$ cat src/rtl/timer_pkg.sv
package timer_pkg;
  localparam int SRC_W = 3;

  typedef enum logic [1:0] {
    CLR_NONE = 2'd0,
    CLR_A    = 2'd1,
    CLR_B    = 2'd2,
    CLR_SYNC = 2'd3
  } clr_mode_e;

  typedef enum logic [1:0] {
    EDGE_RISE  = 2'd0,
    EDGE_FALL  = 2'd1,
    EDGE_BOTH  = 2'd2,
    EDGE_BOTH2 = 2'd3
  } edge_sel_e;

  typedef struct packed {
    clr_mode_e        clr;
    edge_sel_e        edg;
    logic [SRC_W-1:0] src;
  } ctrl_t;

  localparam logic [1:0] ADDR_CTRL = 2'd0;
  localparam logic [1:0] ADDR_GRA  = 2'd1;
  localparam logic [1:0] ADDR_GRB  = 2'd2;
  localparam logic [1:0] ADDR_IOS  = 2'd3;
endpackage

$ cat src/rtl/tmr_sync_edge.sv
module tmr_sync_edge #(
  parameter int W = 4
) (
  input  logic         clk_i,
  input  logic         rst_ni,
  input  logic [W-1:0] d_i,
  output logic [W-1:0] cur_o,
  output logic [W-1:0] prev_o
);
  logic [W-1:0] s1_q, s2_q, s3_q;

  always_ff @(posedge clk_i or negedge rst_ni) begin
    if (!rst_ni) begin
      s1_q <= '0;
      s2_q <= '0;
      s3_q <= '0;
    end else begin
      s1_q <= d_i;
      s2_q <= s1_q;
      s3_q <= s2_q;
    end
  end

  assign cur_o  = s2_q;
  assign prev_o = s3_q;
endmodule

$ cat src/rtl/tmr_tick_gen.sv
module tmr_tick_gen
  import timer_pkg::*;
#(
  parameter int N_EXT      = 4,
  parameter int DIV_STAGES = 4
) (
  input  logic             clk_i,
  input  logic             rst_ni,
  input  logic [N_EXT-1:0] ext_i,
  input  logic [SRC_W-1:0] src_i,
  input  logic [1:0]       edge_i,
  input  logic             phase_mode_i,
  input  logic             phase_step_i,
  output logic             tick_o
);
  localparam int DIV_W = DIV_STAGES - 1;

  logic [DIV_W-1:0]      div_q;
  logic [DIV_STAGES-1:0] div_en;
  logic [N_EXT-1:0]      ext_cur, ext_prev, ext_rise, ext_fall, ext_hit;
  logic                  int_tick, ext_tick;

  always_ff @(posedge clk_i or negedge rst_ni) begin
    if (!rst_ni) div_q <= '0;
    else         div_q <= div_q + 1'b1;
  end

  assign div_en[0] = 1'b1;
  for (genvar k = 1; k < DIV_STAGES; k++) begin : g_div
    assign div_en[k] = &div_q[k-1:0];
  end

  tmr_sync_edge #(.W(N_EXT)) u_ext_sync (
    .clk_i (clk_i),
    .rst_ni(rst_ni),
    .d_i   (ext_i),
    .cur_o (ext_cur),
    .prev_o(ext_prev)
  );

  assign ext_rise = ext_cur & ~ext_prev;
  assign ext_fall = ~ext_cur & ext_prev;
  assign ext_hit  = edge_i[1] ? (ext_rise | ext_fall)
                  : (edge_i[0] ? ext_fall : ext_rise);

  always_comb begin
    int_tick = 1'b0;
    ext_tick = 1'b0;
    for (int k = 0; k < DIV_STAGES; k++)
      if (src_i == SRC_W'(k)) int_tick = div_en[k];
    for (int k = 0; k < N_EXT; k++)
      if (src_i == SRC_W'(DIV_STAGES + k)) ext_tick = ext_hit[k];
  end

  // phase override wins over source and edge selection
  assign tick_o = phase_mode_i ? phase_step_i : (int_tick | ext_tick);
endmodule

$ cat src/rtl/tmr_gr_unit.sv
module tmr_gr_unit #(
  parameter int W = 16
) (
  input  logic         clk_i,
  input  logic         rst_ni,
  input  logic         wr_i,
  input  logic [W-1:0] wr_data_i,
  input  logic         cap_mode_i,
  input  logic         cap_rise_i,
  input  logic         tick_i,
  input  logic [W-1:0] cnt_i,
  output logic [W-1:0] gr_o,
  output logic         cap_evt_o,
  output logic         evt_o,
  output logic         flag_o
);
  logic [W-1:0] gr_q;
  logic         flag_q, cmp_evt;

  assign cap_evt_o = cap_mode_i & cap_rise_i;
  assign cmp_evt   = ~cap_mode_i & tick_i & (cnt_i == gr_q);
  assign evt_o     = cap_evt_o | cmp_evt;

  always_ff @(posedge clk_i or negedge rst_ni) begin
    if (!rst_ni) begin
      gr_q   <= '1;
      flag_q <= 1'b0;
    end else begin
      flag_q <= evt_o;
      if (cap_evt_o) gr_q <= cnt_i;
      else if (wr_i) gr_q <= wr_data_i;
    end
  end

  assign gr_o   = gr_q;
  assign flag_o = flag_q;
endmodule

$ cat src/rtl/timer_channel.sv
module timer_channel
  import timer_pkg::*;
#(
  parameter int W          = 16,
  parameter int N_EXT      = 4,
  parameter int DIV_STAGES = 4
) (
  input  logic             clk_i,
  input  logic             rst_ni,
  input  logic [N_EXT-1:0] ext_clk_i,
  input  logic [1:0]       cap_i,
  input  logic             phase_mode_i,
  input  logic             phase_step_i,
  input  logic             sync_en_i,
  input  logic             sync_clr_i,
  input  logic             wr_en_i,
  input  logic [1:0]       wr_addr_i,
  input  logic [W-1:0]     wr_data_i,
  output logic [W-1:0]     cnt_o,
  output logic [W-1:0]     gra_o,
  output logic [W-1:0]     grb_o,
  output logic [1:0]       flag_o,
  output logic             sync_clr_o
);
  localparam int NGR    = 2;
  localparam int CTRL_W = $bits(ctrl_t);

  ctrl_t          ctrl_q;
  logic [NGR-1:0] ios_q;
  logic [W-1:0]   cnt_q;
  logic           tick;
  logic [NGR-1:0] cap_cur, cap_prev, cap_rise, cap_evt, evt, gr_wr;
  logic [W-1:0]   gr [NGR];
  logic           sync_act, own_clr, clr_now;

  always_ff @(posedge clk_i or negedge rst_ni) begin
    if (!rst_ni) begin
      ctrl_q <= '0;
      ios_q  <= '0;
    end else if (wr_en_i) begin
      if (wr_addr_i == ADDR_CTRL) ctrl_q <= ctrl_t'(wr_data_i[CTRL_W-1:0]);
      if (wr_addr_i == ADDR_IOS)  ios_q  <= wr_data_i[NGR-1:0];
    end
  end

  tmr_tick_gen #(.N_EXT(N_EXT), .DIV_STAGES(DIV_STAGES)) u_tick (
    .clk_i       (clk_i),
    .rst_ni      (rst_ni),
    .ext_i       (ext_clk_i),
    .src_i       (ctrl_q.src),
    .edge_i      (ctrl_q.edg),
    .phase_mode_i(phase_mode_i),
    .phase_step_i(phase_step_i),
    .tick_o      (tick)
  );

  tmr_sync_edge #(.W(NGR)) u_cap_sync (
    .clk_i (clk_i),
    .rst_ni(rst_ni),
    .d_i   (cap_i),
    .cur_o (cap_cur),
    .prev_o(cap_prev)
  );
  assign cap_rise = cap_cur & ~cap_prev;

  assign gr_wr[0] = wr_en_i & (wr_addr_i == ADDR_GRA);
  assign gr_wr[1] = wr_en_i & (wr_addr_i == ADDR_GRB);

  for (genvar g = 0; g < NGR; g++) begin : g_gr
    tmr_gr_unit #(.W(W)) u_gr (
      .clk_i     (clk_i),
      .rst_ni    (rst_ni),
      .wr_i      (gr_wr[g]),
      .wr_data_i (wr_data_i),
      .cap_mode_i(ios_q[g]),
      .cap_rise_i(cap_rise[g]),
      .tick_i    (tick),
      .cnt_i     (cnt_q),
      .gr_o      (gr[g]),
      .cap_evt_o (cap_evt[g]),
      .evt_o     (evt[g]),
      .flag_o    (flag_o[g])
    );
  end

  // clear arbitration
  assign sync_act = (ctrl_q.clr == CLR_SYNC) & sync_en_i;
  always_comb begin
    unique case (ctrl_q.clr)
      CLR_A:    own_clr = evt[0];
      CLR_B:    own_clr = evt[1];
      CLR_SYNC: own_clr = sync_en_i & (|evt);
      default:  own_clr = 1'b0;
    endcase
  end
  assign clr_now    = own_clr | (sync_act & sync_clr_i);
  assign sync_clr_o = sync_act & own_clr;

  always_ff @(posedge clk_i or negedge rst_ni) begin
    if (!rst_ni)      cnt_q <= '0;
    else if (clr_now) cnt_q <= '0;
    else if (tick)    cnt_q <= cnt_q + 1'b1;
  end

  assign cnt_o = cnt_q;
  assign gra_o = gr[0];
  assign grb_o = gr[1];
endmodule

$ cat config.mk
export PLATFORM = sky130hd
export DESIGN_NAME = timer_channel
export DESIGN_NICKNAME = d
export VERILOG_FILES = /design/src/rtl/timer_pkg.sv /design/src/rtl/tmr_sync_edge.sv /design/src/rtl/tmr_tick_gen.sv /design/src/rtl/tmr_gr_unit.sv /design/src/rtl/timer_channel.sv
export SDC_FILE = /design/constraint.sdc
export NUM_CORES = 1
export LEC_CHECK = 0
export BUFFER_PORTS_ARGS = -buffer_cell sky130_fd_sc_hd__buf_2
export CAP_MARGIN = 20
export CORE_UTILIZATION = 59
export DETAILED_ROUTE_END_ITERATION = 8
export GPL_TIMING_DRIVEN = 0
export PLACE_DENSITY = 0.84
export SKIP_LAST_GASP = 1
export SYNTH_ARGS = -nofsm -noshare
export SYNTH_HDL_FRONTEND = slang
export SYNTH_HIERARCHICAL = 1
export SYNTH_SLANG_ARGS = --single-unit
export TNS_END_PERCENT = 30
$ cat constraint.sdc
create_clock -name clk_i -period 8.46 [get_ports clk_i]
set_clock_uncertainty 0.1 [all_clocks]
set_input_delay 0.423 -clock clk_i [delete_from_list [all_inputs] [get_ports clk_i]]
set_output_delay 0.423 -clock clk_i [all_outputs]
set_load 0.1 [all_outputs]
## Word-level counts from Yosys, hierarchy flattened

Cells that the tools add are included.

| storage, ports and cells | value |
|---|---|
| flip-flop bits (word level) | 80 |
| input port bits | 31 |
| output and inout bits | 51 |
| word-level logic and storage cells | 86 |

| cells by class | value |
|---|---|
| $add $sub $neg | 2 |
| equality and inequality tests | 15 |
| mux-type cells | 18 |
| bitwise gates (word level) | 25 |
| reduce and logical (&&, ||, !) cells | 10 |

Operators by type and width:

| kind | number |
|---|---|
| 16-bit two-way mux | 6 |
| 16-bit equality test | 2 |
| 16-bit by 1-bit adder with 16-bit output (second input constant) | 1 |
| 1-bit AND | 12 |
| 3-bit equality test (second input constant) | 4 |
| 1-bit two-way mux | 9 |
| 4-bit AND | 2 |
| 2-bit equality test (second input constant) | 4 |
| 4-bit two-way mux | 2 |
| 4-bit NOT | 2 |
| 3-bit by 2-bit equality test with 1-bit output (second input constant) | 2 |
| 2-bit AND reduction | 3 |
| 2-bit nonzero test | 3 |
| 2-bit by 1-bit equality test with 1-bit output (second input constant) | 2 |
| 1-bit OR | 4 |
| 4-bit OR | 1 |
| 3-bit by 1-bit adder with 3-bit output (second input constant) | 1 |
| 3-bit by 1-bit equality test with 1-bit output (second input constant) | 1 |
| 3-bit zero test | 1 |
| 1-bit case mux with 3 select lines | 1 |
| 3-bit AND reduction | 1 |
| 2-bit AND | 1 |
| 2-bit zero test | 1 |
| 1-bit NOT | 2 |
| 2 further kinds | 2 |

## Logic depth before layout (Yosys ltp)

| depth | value |
|---|---|
| word-level depth | 18 |
| depth in mapped cells | 13 |
| mapped depth without buffers | 13 |

## By module

Netlist, hierarchy kept.

Modules (own cells, without submodules):

| module | times used | cells an instance | area an instance (µm²) | sequential area each (µm²) |
|---|---|---|---|---|
| tmr_gr_unit | 2 | 94 | 968.4 | 445.4 |
| timer_channel | 1 | 109 | 1219.9 | 625.6 |
| tmr_tick_gen | 1 | 39 | 380.4 | 75.1 |
| tmr_sync_edge at u_tick.u_ext_sync | 1 | 12 | 300.3 | 300.3 |
| tmr_sync_edge at u_cap_sync | 1 | 6 | 150.1 | 150.1 |

## Worst setup path after synthesis

No wires, ideal clock.

| path | value |
|---|---|
| kind | flip-flop to output port |
| start point | register u_tick.u_ext_sync.s2_q[3] (netlist: u_tick/u_ext_sync/cur_o[3]) |
| end point | output sync_clr_o |
| arrival | 2.849 ns |
| path slack | 5.088 ns |
| stages on the path, launching flop included | 11 |
| buffers on the path | 0 |
| cell sequence | dfrtp_1 -> inv_1 -> ha_1 -> mux2_2 -> o21ai_2 -> a21oi_1 -> o41ai_1 -> nand3b_1 -> nor4_1 -> a41o_1 -> o2111a_1 |

| on the way | value |
|---|---|
| word-level cells in the longest chain between the ends | 14 |
| elaborated cells between the ends (all ways) | 19 |

Ends and longest elaborated chain:

| element | RTL line | RTL |
|---|---|---|
| start, declared | tmr_sync_edge.sv:10 | `logic [W-1:0] s1_q, s2_q, s3_q;` |
| start signal, assigned | tmr_sync_edge.sv:19 | `s2_q <= s1_q;` |
| 4-bit NOT | tmr_tick_gen.sv:42 | `assign ext_fall = ~ext_cur & ext_prev;` |
| 4-bit AND | tmr_tick_gen.sv:42 |  |
| 4-bit two-way mux / 4-bit OR (equally long branches) | tmr_tick_gen.sv:44, tmr_tick_gen.sv:43 |  |
| 4-bit two-way mux * | tmr_tick_gen.sv:43 | `assign ext_hit = edge_i[1] ? (ext_rise \| ext_fall)` |
| 1-bit two-way mux * | tmr_tick_gen.sv:52 | `if (src_i == SRC_W'(DIV_STAGES + k)) ext_tick = ext_hit[k];` |
| 1-bit OR * | tmr_tick_gen.sv:56 | `assign tick_o = phase_mode_i ? phase_step_i : (int_tick \| ext_tick);` |
| 1-bit two-way mux * | tmr_tick_gen.sv:56 |  |
| net tick | timer_channel.sv:31 | `logic tick;` |
| 1-bit AND * (2 in a row) | tmr_gr_unit.sv:21 | `assign cmp_evt = ~cap_mode_i & tick_i & (cnt_i == gr_q);` |
| 1-bit OR * | tmr_gr_unit.sv:22 | `assign evt_o = cap_evt_o \| cmp_evt;` |
| net evt[0] | timer_channel.sv:32 | `logic [NGR-1:0] cap_cur, cap_prev, cap_rise, cap_evt, evt, gr_wr;` |
| 2-bit OR reduction | timer_channel.sv:92 | `CLR_SYNC: own_clr = sync_en_i & (\|evt);` |
| 1-bit AND | timer_channel.sv:92 |  |
| 1-bit case mux with 3 select lines * | timer_channel.sv:89 | `unique case (ctrl_q.clr)` |
| 1-bit AND * | timer_channel.sv:97 | `assign sync_clr_o = sync_act & own_clr;` |
| end, declared | timer_channel.sv:23 | `output logic sync_clr_o` |

Mark *: on every way through the listed nets, which the timed path passes. The rest lies on a longest branch.

## Worst setup path after layout

| path | value |
|---|---|
| start point | register u_tick.u_ext_sync.s2_q[2] (netlist: u_tick/u_ext_sync/cur_o[2]) |
| end point | output sync_clr_o |

| on the way | value |
|---|---|
| word-level cells in the longest chain between the ends | 15 |
| elaborated cells between the ends (all ways) | 20 |

Ends and longest elaborated chain:

| element | RTL line |
|---|---|
| 4-bit NOT | tmr_tick_gen.sv:42 |
| 4-bit AND | tmr_tick_gen.sv:42 |
| 4-bit two-way mux / 4-bit OR (equally long branches) | tmr_tick_gen.sv:44, tmr_tick_gen.sv:43 |
| 4-bit two-way mux * | tmr_tick_gen.sv:43 |
| 1-bit two-way mux * (2 in a row) | tmr_tick_gen.sv:52 |
| 1-bit OR * | tmr_tick_gen.sv:56 |
| 1-bit two-way mux * | tmr_tick_gen.sv:56 |
| net tick | timer_channel.sv:31 |
| 1-bit AND * (2 in a row) | tmr_gr_unit.sv:21 |
| 1-bit OR * | tmr_gr_unit.sv:22 |
| net evt[0] | timer_channel.sv:32 |
| 2-bit OR reduction | timer_channel.sv:92 |
| 1-bit AND | timer_channel.sv:92 |
| 1-bit case mux with 3 select lines * | timer_channel.sv:89 |
| 1-bit AND * | timer_channel.sv:97 |

Marks and branches as above.

==> results.txt <==
Avg Cell Area, Syn -> 11.26 um2
Top FF cell, synth -> dfrtp_1
Normalized max-slew margin -> 48.81%
CTS tree -> built
Final max-slew violation count -> 0
Met2 Use GR -> 44.34%
Synth Warn # -> 6
Vias/cell -> 5.830
Top-count cell post-synth -> dfrtp_1
HP Class -> in2reg
Fin crit share -> 49.62%
IO buf count -> 81
Drt initial violations -> 254
RePlAce Congestion -> 0.8316
Setup violators final -> 0
Seq/Total Area, Yosys -> 51.21%
Worst Tran Pin Value -> 758.0 ps
Critical Path RT -> 7940 ps
Minimum clock period -> 4198 ps
Simple-Gate Fraction of Synth Area -> 12.30%
Cell taking the most area after synthesis -> dfrtp_1
Routed wire length -> 9642 um
Number of synthesized flops with an enable pin -> 0
First-pass GRT wire length -> 15,440 um
Max-cap violation count -> 0
Multi-input gate area -> 1818 um2
Starting Density -> 62.09%
Post_cts resized -> 0
Fmax -> 238.2 MHz
Peak VDD IR -> 318.3 uV
Vias in the first global route -> 3,032
Congestion Overflow GR -> 0
Post-Synthesis Net Count -> 396
Violated checks -> DRC
DPL Wire Length -> 6864 um
Reg2reg setup slack -> 4450 ps
Synth Area in Compound Gates -> 7.123%
Core ar. -> 6422 um2
Skew-Pair Late Insertion Delay -> 350 ps
Largest family of logic cells by synthesized area -> multiplexers
Met3 GRT Util -> 6.096%
GRT Util Overall -> 28.98%
Reg clk slew, reported paths -> 80 ps
FILL cells -> 451
Rows -> 29
Via count -> 3,090
Synthesized area -> 3988 um2
Hold Path Origin -> ext_clk_i[2]
Final nets -> 490
Synth Area in XOR/XNOR -> 9.664%
Worst Path Arrival -> 3670 ps
Critical Setup Path Class -> reg2out
Clock buffer depth -> 2
Setup TNS -> 0 ps
Ant diodes -> 0
Area growth, synth to finish -> 18.80%
Adder-cell area share of the yosys netlist -> 3.452%
Worst setup EP type -> primary output
Busiest grt layer -> met2
RR Startpoint -> u_tick/u_ext_sync/cur_o[2]
CTS Buf Count -> 9
Netlist cell types -> 41
DRC Markers -> 12
Commonest cells in the synthesized netlist -> 48 x dfrtp_1, 42 x nand2_1, 40 x xnor2_1
Post-route ant nets -> 0
Startpoint types -> flop
LEAKAGE -> 2.079 nW
Pre-CTS WS -> 4578 ps
Met1 Use GR -> 40.04%
Drt wl/cell -> 18.19 um
Clk sink count -> 80
Die ar. -> 7091 um2
Die X -> 84.21 um
Top post-synthesis cells by area -> dfrtp_1 30%, dfstp_2 21%, mux2i_1 9.3%, xnor2_1 8.8%, o21ai_0 4.3%
Pin count of the biggest net entering global routing -> 63
Final setup margin -> 4262 ps
Mux contribution to synthesized area -> 13.05%
CTS root buffer -> clkbuf_8
Synthesized instance count -> 354
Maximum level of the CTS H-tree -> 3
Layout cell share with drive strength beyond 1 -> 34.88%
FF/Latch Area -> 2042 um2
FF+latch count, synth -> 80
PwrDens -> 302.6 nW/um2
RSZ-0062 raised after global routing -> false
Die Ht -> 84.21 um
Final hold viol count -> 0
DRT Pass-1 Iters -> 7
Critical Path Fanout Max -> 3
I/O Pins -> 82
Antenna violations before repair -> 0
Synth async-reset ratio -> 100.0%
Outcome -> finished, violations left
Top-area cell type share of the netlist area -> 30.12%
Worst Setup SP -> u_tick/u_ext_sync/cur_o[2]
## state kept, by name, summed over array words and instances (netlist names)
| signal | cells |
|---|---|
| g_gr.u_gr/gr_o | 32 |
| cnt_o | 16 |
| ctrl_q | 7 |
| u_tick/u_ext_sync/cur_o | 4 |
| u_tick/u_ext_sync/prev_o | 4 |
| u_tick/u_ext_sync/s1_q | 4 |
| u_tick/div_q | 3 |
| g_gr.u_gr/flag_o | 2 |
| ios_q | 2 |
| u_cap_sync/cur_o | 2 |
| u_cap_sync/prev_o | 2 |
| u_cap_sync/s1_q | 2 |
## area by class of cell
class	count	share of cell area (%)
clock inverters	4	1.109
well taps	77	2.034
clock buffers	12	3.275
multi-input cells	247	38.38
inverters	13	1.030
repair buffers	83	9.403
plain buffers	14	1.664
flip-flops and latches	80	43.11
## stage by stage
stage               util [%]  instance area, um2  std cells  hold WS, ps  total power [mW]
floorplan                  -                3988        354        27.41             1.031
global placement       69.90                4489        512        231.5             1.132
detailed placement     70.37                4519        513        221.7             1.146
CTS                    73.76                4737        530        64.49             1.437
global route           73.76                4737        530        57.74             1.486
finish                 73.76                4737        530        73.28             1.433
## layer usage
layer	share of wire [%]	vias to the layer above
met5	0	-
met4	1.8	0
met3	6.4	17
met2	48	122
met1	44	1529
li1	-	1422
## what timing repair did
item / 4_1_cts / 5_1_grt
buffers inserted: 0 / 0
hold endpoints to repair: 15 / 0
hold buffers: 1 / 0
## cells by family (layout without fill, tap and decap cells)
family,Yosys count,after routing
AOI/OAI and AO/OA,48,48
xor gates and xnor gates,44,44
adders and majority gates,11,11
DFF,80,80
muxes,49,49
buffers and inverters,27,126
and+or+nand+nor,95,95
## worst max-delay path, cell delays in order, from the launching register on
cell and delay [ps]:
dfrtp_1 390, inv_1 50, ha_1 280, mux2_2 270, o21ai_2 100, a21oi_1 50, o41ai_1 630, nand3b_1 190
nor4_1 450, a41o_1 280, o2111a_1 200, buf_2 420
## power breakdown
group          switching, mW  internal [mW]  total (mW)
Combinational          0.461          0.131       0.592
Sequential            0.0819          0.469       0.551
Clock                  0.137          0.153       0.290
## final timing paths
kind                            depth (start not counted)                     endpoint
worst min register to register                          0          u_cap_sync/cur_o[0]
worst max register to register                         13                     cnt_o[2]
min in group asynchronous                               2  u_tick/u_ext_sync/prev_o[3]
max in group asynchronous                               3         g_gr[0].u_gr/gr_o[3]
worst min-delay path                                    1    u_tick/u_ext_sync/s1_q[2]
worst max-delay path                                   11                   sync_clr_o
## cells in the final DEF, fill, tap and decap left out, drive strengths merged, types with 2 or more instances in the layout
master     n
buf       93
dfrtp     48
nand2     42
xnor2     40
mux2i     37
o21ai     35
dfstp     32
nor2      16
clkbuf    15
inv       13
mux2      11
ha        11
nand4     11
nor4       7
a21oi      5
nand3      4
xor2       4
nor2b      3
clkinvlp   3
and2       2
nand3b     2
a41o       2
nor3       2
or3        2
nor3b      2
Note: power is estimated with default switching activity, not from simulation.
